`src/rtl/jtag_dbg_pkg.sv`:
```
package jtag_dbg_pkg;

  typedef enum logic [3:0] {
    TLR     = 4'd0,
    RTI     = 4'd1,
    SEL_DR  = 4'd2,
    CAP_DR  = 4'd3,
    SH_DR   = 4'd4,
    EX1_DR  = 4'd5,
    PAU_DR  = 4'd6,
    EX2_DR  = 4'd7,
    UPD_DR  = 4'd8,
    SEL_IR  = 4'd9,
    CAP_IR  = 4'd10,
    SH_IR   = 4'd11,
    EX1_IR  = 4'd12,
    PAU_IR  = 4'd13,
    EX2_IR  = 4'd14,
    UPD_IR  = 4'd15
  } tapState_t;

  // strobes from the TAP control to the data-register datapath
  typedef struct packed {
    logic captureDr;
    logic shiftDr;
    logic updateDr;
    logic selDmi;
  } tapStrobe_t;

endpackage

```
`src/rtl/jtag_dbg_ctrl.sv`:
```
module jtag_dbg_ctrl
  import jtag_dbg_pkg::*;
#(
  parameter int IR_WIDTH    = 5,
  parameter int DMI_CODE    = 5'h11,
  parameter int BYPASS_CODE = 5'h1F
) (
  input  logic       tck,
  input  logic       rstN,
  input  logic       tms,
  input  logic       tdi,
  output tapState_t  tapState,
  output tapStrobe_t strb,
  output logic       irTdo
);

  localparam logic [IR_WIDTH-1:0] IrBypass  = IR_WIDTH'(BYPASS_CODE);
  localparam logic [IR_WIDTH-1:0] IrDmi     = IR_WIDTH'(DMI_CODE);
  localparam logic [IR_WIDTH-1:0] IrCapture = IR_WIDTH'(1);

  tapState_t stateQ, stateD;
  logic [IR_WIDTH-1:0] irShift, irReg;

  always_comb begin
    unique case (stateQ)
      TLR:     stateD = tms ? TLR    : RTI;
      RTI:     stateD = tms ? SEL_DR : RTI;
      SEL_DR:  stateD = tms ? SEL_IR : CAP_DR;
      CAP_DR:  stateD = tms ? EX1_DR : SH_DR;
      SH_DR:   stateD = tms ? EX1_DR : SH_DR;
      EX1_DR:  stateD = tms ? UPD_DR : PAU_DR;
      PAU_DR:  stateD = tms ? EX2_DR : PAU_DR;
      EX2_DR:  stateD = tms ? UPD_DR : SH_DR;
      UPD_DR:  stateD = tms ? SEL_DR : RTI;
      SEL_IR:  stateD = tms ? TLR    : CAP_IR;
      CAP_IR:  stateD = tms ? EX1_IR : SH_IR;
      SH_IR:   stateD = tms ? EX1_IR : SH_IR;
      EX1_IR:  stateD = tms ? UPD_IR : PAU_IR;
      PAU_IR:  stateD = tms ? EX2_IR : PAU_IR;
      EX2_IR:  stateD = tms ? UPD_IR : SH_IR;
      UPD_IR:  stateD = tms ? SEL_DR : RTI;
      default: stateD = TLR;
    endcase
  end

  always_ff @(posedge tck or negedge rstN) begin
    if (!rstN) stateQ <= TLR;
    else       stateQ <= stateD;
  end

  // instruction shift stage and active instruction
  always_ff @(posedge tck or negedge rstN) begin
    if (!rstN) begin
      irShift <= '0;
      irReg   <= IrBypass;
    end else begin
      unique case (stateQ)
        TLR:     irReg   <= IrBypass;
        CAP_IR:  irShift <= IrCapture;
        SH_IR:   irShift <= {tdi, irShift[IR_WIDTH-1:1]};
        UPD_IR:  irReg   <= irShift;
        default: ;
      endcase
    end
  end

  assign tapState       = stateQ;
  assign irTdo          = irShift[0];
  assign strb.captureDr = (stateQ == CAP_DR);
  assign strb.shiftDr   = (stateQ == SH_DR);
  assign strb.updateDr  = (stateQ == UPD_DR);
  assign strb.selDmi    = (irReg == IrDmi);

endmodule

```
`src/rtl/jtag_dbg_dmi.sv`:
```
module jtag_dbg_dmi
  import jtag_dbg_pkg::*;
#(
  parameter int ADDR_WIDTH = 6,
  parameter int DATA_WIDTH = 32
) (
  input  logic                  tck,
  input  logic                  rstN,
  input  logic                  tdi,
  input  tapStrobe_t            strb,
  input  logic [DATA_WIDTH-1:0] rspData,
  input  logic                  rspBusy,
  output logic                  reqValid,
  output logic [ADDR_WIDTH-1:0] reqAddr,
  output logic [DATA_WIDTH-1:0] reqData,
  output logic [1:0]            reqOp,
  output logic                  dpTdo
);

  localparam int FRAME_W  = ADDR_WIDTH + DATA_WIDTH + 2;
  localparam int DATA_LSB = 2;
  localparam int ADDR_LSB = DATA_WIDTH + 2;

  localparam logic [1:0] OpRead  = 2'b01;
  localparam logic [1:0] OpWrite = 2'b10;
  localparam logic [1:0] StOk    = 2'b00;
  localparam logic [1:0] StBusy  = 2'b11;

  logic [FRAME_W-1:0] frame;
  logic               bypassBit;
  logic [1:0]         frameOp;
  logic               accept;

  assign frameOp = frame[1:0];
  assign accept  = strb.updateDr && strb.selDmi && !rspBusy &&
                   (frameOp == OpRead || frameOp == OpWrite);

  // bus-access shift register
  always_ff @(posedge tck or negedge rstN) begin
    if (!rstN) begin
      frame <= '0;
    end else if (strb.selDmi) begin
      if (strb.captureDr)
        frame <= {reqAddr, rspData, (rspBusy ? StBusy : StOk)};
      else if (strb.shiftDr)
        frame <= {tdi, frame[FRAME_W-1:1]};
    end
  end

  // one-bit bypass register for every other instruction
  always_ff @(posedge tck or negedge rstN) begin
    if (!rstN) begin
      bypassBit <= 1'b0;
    end else if (!strb.selDmi) begin
      if (strb.captureDr)    bypassBit <= 1'b0;
      else if (strb.shiftDr) bypassBit <= tdi;
    end
  end

  // request issue
  always_ff @(posedge tck or negedge rstN) begin
    if (!rstN) begin
      reqValid <= 1'b0;
      reqAddr  <= '0;
      reqData  <= '0;
      reqOp    <= '0;
    end else begin
      reqValid <= accept;
      if (accept) begin
        reqAddr <= frame[ADDR_LSB +: ADDR_WIDTH];
        reqData <= frame[DATA_LSB +: DATA_WIDTH];
        reqOp   <= frameOp;
      end
    end
  end

  assign dpTdo = strb.selDmi ? frame[0] : bypassBit;

endmodule

```
`src/rtl/jtag_dbg_tap.sv`:
```
module jtag_dbg_tap
  import jtag_dbg_pkg::*;
#(
  parameter int IR_WIDTH   = 5,
  parameter int DMI_CODE   = 5'h11,
  parameter int ADDR_WIDTH = 6,
  parameter int DATA_WIDTH = 32
) (
  input  logic                  tck,
  input  logic                  rstN,
  input  logic                  tms,
  input  logic                  tdi,
  output logic                  tdo,
  output logic                  reqValid,
  output logic [ADDR_WIDTH-1:0] reqAddr,
  output logic [DATA_WIDTH-1:0] reqData,
  output logic [1:0]            reqOp,
  input  logic [DATA_WIDTH-1:0] rspData,
  input  logic                  rspBusy
);

  localparam int BYPASS_CODE = (1 << IR_WIDTH) - 1;

  tapState_t  tapState;
  tapStrobe_t strb;
  logic       irTdo;
  logic       dpTdo;

  jtag_dbg_ctrl #(
    .IR_WIDTH   (IR_WIDTH),
    .DMI_CODE   (DMI_CODE),
    .BYPASS_CODE(BYPASS_CODE)
  ) u_ctrl (
    .tck     (tck),
    .rstN    (rstN),
    .tms     (tms),
    .tdi     (tdi),
    .tapState(tapState),
    .strb    (strb),
    .irTdo   (irTdo)
  );

  jtag_dbg_dmi #(
    .ADDR_WIDTH(ADDR_WIDTH),
    .DATA_WIDTH(DATA_WIDTH)
  ) u_dmi (
    .tck     (tck),
    .rstN    (rstN),
    .tdi     (tdi),
    .strb    (strb),
    .rspData (rspData),
    .rspBusy (rspBusy),
    .reqValid(reqValid),
    .reqAddr (reqAddr),
    .reqData (reqData),
    .reqOp   (reqOp),
    .dpTdo   (dpTdo)
  );

  always_comb begin
    if (tapState == SH_IR)      tdo = irTdo;
    else if (tapState == SH_DR) tdo = dpTdo;
    else                        tdo = 1'b0;
  end

endmodule

```
`config.mk`:
```
export PLATFORM = sky130hd
export DESIGN_NAME = jtag_dbg_tap
export DESIGN_NICKNAME = d
export VERILOG_FILES = /design/src/rtl/jtag_dbg_pkg.sv /design/src/rtl/jtag_dbg_ctrl.sv /design/src/rtl/jtag_dbg_dmi.sv /design/src/rtl/jtag_dbg_tap.sv
export SDC_FILE = /design/constraint.sdc
export NUM_CORES = 1
export LEC_CHECK = 0
export BUFFER_PORTS_ARGS = -buffer_cell sky130_fd_sc_hd__buf_2
export CORE_MARGIN = 2
export CORE_UTILIZATION = 48
export DETAILED_ROUTE_END_ITERATION = 7
export HOLD_SLACK_MARGIN = 0.03
export PLACE_DENSITY = 0.76
export SYNTH_ARGS = -nofsm -noshare
export SYNTH_HDL_FRONTEND = slang
export SYNTH_SLANG_ARGS = --single-unit
```
`constraint.sdc`:
```
create_clock -name tck -period 2.04 [get_ports tck]
set_clock_uncertainty 0.1 [all_clocks]
set_input_delay 0.102 -clock tck [delete_from_list [all_inputs] [get_ports tck]]
set_output_delay 0.102 -clock tck [all_outputs]
set_load 0.01 [all_outputs]
```
# Word-level counts from Yosys, hierarchy flattened
# Index checks and enable logic that the tools add are counted.
[classes]
n_eq_ne = 18
n_mux = 23
n_bitwise = 1
n_reduce_logical = 14
[ops]
columns = ["cell", "n"]
rows = [
  ["2-to-1 mux 40 bit", 2],
  ["case mux 4 bit (12 select lines)", 1],
  ["equality test 4 bit (second input constant)", 8],
  ["case mux 5 bit (2 select lines)", 2],
  ["equality test 4 x 3 -> 1 bit (second input constant)", 4],
  ["2-to-1 mux 4 bit", 4],
  ["equality test 4 x 2 -> 1 bit (second input constant)", 2],
  ["2-to-1 mux 1 bit", 8],
  ["2-to-1 mux 2 bit", 4],
  ["2-to-1 mux 3 bit", 2],
  ["nonzero test 2 bit", 3],
  ["equality test 5 bit (second input constant)", 1],
  ["equality test 4 x 1 -> 1 bit (second input constant)", 1],
  ["zero test 4 bit", 1],
  ["AND reduction 2 bit", 2],
  ["OR reduction 2 bit", 2],
  ["logical AND 1 bit", 3],
  ["OR reduction 3 bit", 1],
  ["equality test 2 x 1 -> 1 bit (second input constant)", 1],
  ["equality test 2 bit (second input constant)", 1],
  ["zero test 1 bit", 1],
  ["logical OR 1 bit", 1],
  ["NOT 1 bit", 1],
]
[totals]
ff_bits = 96
in_bits = 37
out_inout_bits = 42
word_cells = 65

# Logic depth before layout (Yosys ltp)
[depth]
depth_word = 4
mapped_depth = 7
depth_no_buf = 4

# By module
# From an unflattened synthesis, not the netlist that was laid out.
[hier_totals]
cells_unflattened = 363
hier_area_um2 = 4287.9
[modules_own_cells]
columns = ["module", "n_inst", "cells_each", "area_each_um2", "seq_area_each_um2"]
rows = [
  ["jtag_dbg_dmi", 1, 276, 3439.5, 2052.0],
  ["jtag_dbg_ctrl", 1, 84, 813.3, 356.6],
  ["jtag_dbg_tap", 1, 3, 35.0, 0.0],
]

# Least setup slack after synthesis
# No wires, ideal clock.
[synth_path]
path_kind = "reg-to-reg"
startpoint = "register u_ctrl.irReg[4]"
endpoint = "register u_dmi.reqData[22]"
setup_ns = 0.125
arrival_ns = 1.697
t_required_ns = 1.815
path_slack_ns = 0.117
stages_incl_launch_ff = 7
n_path_buf = 2
synth_period_minus_slack_ns = 1.923
cell_sequence = "dfstp_2 > nor2b_1 > nand4_4 > nor2_4 > buf_6 > buf_12 > mux2_4"
[synth_via]
elab_chain_cells = 4
[synth_lines]
columns = ["element", "line_no", "rtl"]
rows = [
  ["start, declared", "jtag_dbg_ctrl.sv:22", "logic [IR_WIDTH-1:0] irShift, irReg;"],
  ["start signal, assigned", "jtag_dbg_ctrl.sv:55", "irReg <= IrBypass;"],
  ["start signal, assigned", "jtag_dbg_ctrl.sv:58", "TLR: irReg <= IrBypass;"],
  ["start signal, assigned", "jtag_dbg_ctrl.sv:61", "UPD_IR: irReg <= irShift;"],
  ["equality test 5 bit", "jtag_dbg_ctrl.sv:72", "assign strb.selDmi = (irReg == IrDmi);"],
  ["logical AND 1 bit (3 in a row)", "jtag_dbg_dmi.sv:35", "assign accept = strb.updateDr && strb.selDmi && !rspBusy &&"],
  ["named net u_dmi.accept", "jtag_dbg_dmi.sv:32", "logic accept;"],
  ["end signal, assigned", "jtag_dbg_dmi.sv:71", "reqData <= frame[DATA_LSB +: DATA_WIDTH];"],
  ["end, declared", "jtag_dbg_dmi.sv:15", "output logic [DATA_WIDTH-1:0] reqData,"],
]
# The timed path passes the listed nets, and every way through them passes these cells.
# A chain may end at the register's enable or synchronous reset.

# Worst setup path after layout
[layout_path]
startpoint = "register u_ctrl.irReg[0]"
endpoint = "register u_dmi.reqData[15]"
[layout_via]
elab_chain_cells = 4
[layout_lines]
columns = ["element", "line_no"]
rows = [
  ["equality test 5 bit", "jtag_dbg_ctrl.sv:72"],
  ["logical AND 1 bit (3 in a row)", "jtag_dbg_dmi.sv:35"],
]
# No other way between the ends.

==> qor.yml <==
timing:
  slew_headroom_pct: 68.4
  period_needed_ps: 1990
  worstMarginPinSlew_ps: 474
  hold_viol: 0
  period_share_pct: 97.8
  hold-worst-slack_ps: 135
  report.final.slew_viol_count: 0
  fmax_mhz: 501
  setup_viol: 0
global_routing:
  grt_max_degree: 67
  gr-total-overflow: 0
  antenna_found_initial: 0
  track_usage_pct: 20.3
  grt_pass1_wl_um: 15900
  grt_pass1_vias: 3255
floorplan:
  fp.coreArea_um2: 8720
  chipWidth_um: 98.6
  die_h_um: 98.6
  row_count: 34
  die-area_um2: 9730
  io_pins: 79
  initial_core_util_pct: 49.3
cells_and_area:
  n_fill_cell: 658
  synthToLayoutAreaGrowth_pct: 30.5
  layout_commonest_cell: "dfrtp_1"
  most-common-layout-cells: "91 x dfrtp_1, 77 x buf_2, 54 x nand2_1"
  diodes: 0
  multi_input_area_um2: 1770
  final_layout_size_suffix_gt1_share_pct: 34.7
  regArea_um2: 2410
  final_nets: 533
synthesis:
  synth_fa_ha_area_share_pct: 0
  yosysTopAreaCell: "dfrtp_1"
  syn_area_um2: 4300
  synth_flop_cell: "dfrtp_1"
  synth_top_family_by_area: "multiplexers"
  synthMuxAreaShare_pct: 20.3
  yosys.area_share.simple_pct: 9.52
  postSynthAreaPerCell_um2: 11.7
  yosysTopAreaCellShare_pct: 53.0
  synth_compound_area_share_pct: 10.1
  yosys.cell_types.count: 40
  synth-edff-count: 0
  async_reset_ff_share_pct: 100
  yosys.area_share.xor_xnor_pct: 0.407
  ys_warn_count: 0
  syn_nets: 404
  ys_top_cells_by_area: "dfrtp_1 53%, mux2i_1 9.3%, mux2_2 7.9%"
  ys_ff_latch: 96
  ys_seq_area_share_pct: 56.0
  synth_cells: 367
route:
  drt_iter0_drc: 100
  drt_pass1_iterations: 4
  wl_per_cell_um: 16.1
  viasPerCell: 5.24
  drc: 0
  drtAntennaViolNets: 0
  wl_um: 9830
  vias: 3190
clocking:
  numCtsBuffers: 9
  root_buffer: "clkbuf_8"
  clk_path_buf_depth: 2
  cts_sinks: 96
  clkSlewWorstSetupHoldPaths_ps: 100
  htreeDepth: 3
  cts_tree: "done"
  clkLatencyLatePin_ps: 360
setup_path:
  end_kind: "flop"
  arrival_ps: 2150
  cp-start-kind: "flop"
  crit_type: "flop to flop"
  crit_path_max_fanout: 8
  cp.required_ps: 2190
pwr:
  total_leakage_power_nw: 2.78
  total_power_w: 0.00458
  ir_drop_v: 0.000481
  power_density_nw_per_um2: 817
placed_design:
  place_hpwl_um: 6160
  io_buffers: 78
  gp_congestion: 0.794
min_path:
  hold_path.class: "input port to async pin"
status:
  outcome: "finished, final reports clean"
job:
  drv_cap: 0
[sequential cells by signal, summed over array words and instances (netlist names)]
name             flops
u_dmi.frame         40
u_dmi.reqData       32
u_dmi.reqAddr        6
u_ctrl.irReg         5
u_ctrl.irShift       5
u_ctrl.tapState      4
u_dmi.reqOp          2
u_dmi.bypassBit      1
u_dmi.reqValid       1
[area by class of cell]
cell class,instances,share of cell area (%)
clock buffers,10,2.27
repair buffers,142,19.4
clock inverters,6,1.20
multi-input cells,242,31.5
well taps,108,2.41
flip-flops and latches,96,42.9
inverters,5,0.335
[metal layers]
metal	up-vias	GRT usage [%]	wire length (um)
met5	-	0	0
met4	0	6.43	168
met3	15	3.97	339
met2	77	34.2	4970
met1	1555	26.8	4360
li1	1543	-	-
[kinds of logic (layout without fill, tap and decap cells)]
logic type,after synthesis,count (layout)
DFF,96,96
and+or+nand+nor,85,85
muxes,79,79
AOI/OAI and AO/OA,76,76
buffers and inverters,29,163
xor gates and xnor gates,2,2
[Yosys cell counts (2+ instances only)]
master and number:
o211ai_1 2, a22oi_1 5, mux2_4 9, o21ai_1 4
nor2b_1 4, buf_4 3, a2bb2oi_1 2, buf_2 10
inv_1 5, mux2_2 30, dfstp_2 5, o21ai_0 51
a21oi_1 5, nor2_1 12, nand3_1 4, nand2_1 55
nor3_1 2, dfrtp_1 91, clkbuf_1 8, mux2i_1 40
[path summary, 6_finish.rpt]
check	from	end	slack, ps	cells past startpoint
setup / recovery	u_ctrl.irReg[0]	u_dmi.reqData[15]	50	7
hold / removal	rstN	u_dmi.frame[7]	140	2
setup reg to reg	u_ctrl.irReg[0]	u_dmi.reqData[15]	50	7
hold reg to reg	u_dmi.frame[23]	u_dmi.frame[23]	410	2
max in group asynchronous	rstN	u_ctrl.irReg[3]	1040	3
min in group tck	u_dmi.frame[23]	u_dmi.frame[23]	410	2
[metrics by stage]
step           instances  setup slack (ps)  TNS (ps)  util [%]  cell area, um2
3_5_place_dp         547              78.6         0      56.1            4890
5_1_grt              609             -8.90     -32.5      64.3            5610
4_1_cts              600              24.5         0      62.7            5470
2_1_floorplan        367               117         0         -            4300
3_3_place_gp         547               136         0      56.1            4890
6_report             609              45.2         0      64.3            5610
[power by group]
part,switching [W],internal (W)
Sequential,0.000145,0.00205
Combinational,0.000597,0.000550
Clock,0.000664,0.000572
Total,0.00141,0.00318
[critical path, cell delays in order, from the launching register on]
cell       delay [ps]
dfstp_2           550
nor3b_4           210
buf_4             150
nand4_4           120
nor2_4            130
buf_6             140
clkbuf_16         160
mux2_2            330
[timing repair]
item,4_1_cts,5_1_grt
hold buffers,36,0
setup endpoints to repair,1,13
pin swaps,0,2
endpoints found under the hold margin,114,0
cloned,0,3
resized for setup,3,5
buffers inserted,1,6
Power figures use the tool's default switching activity.
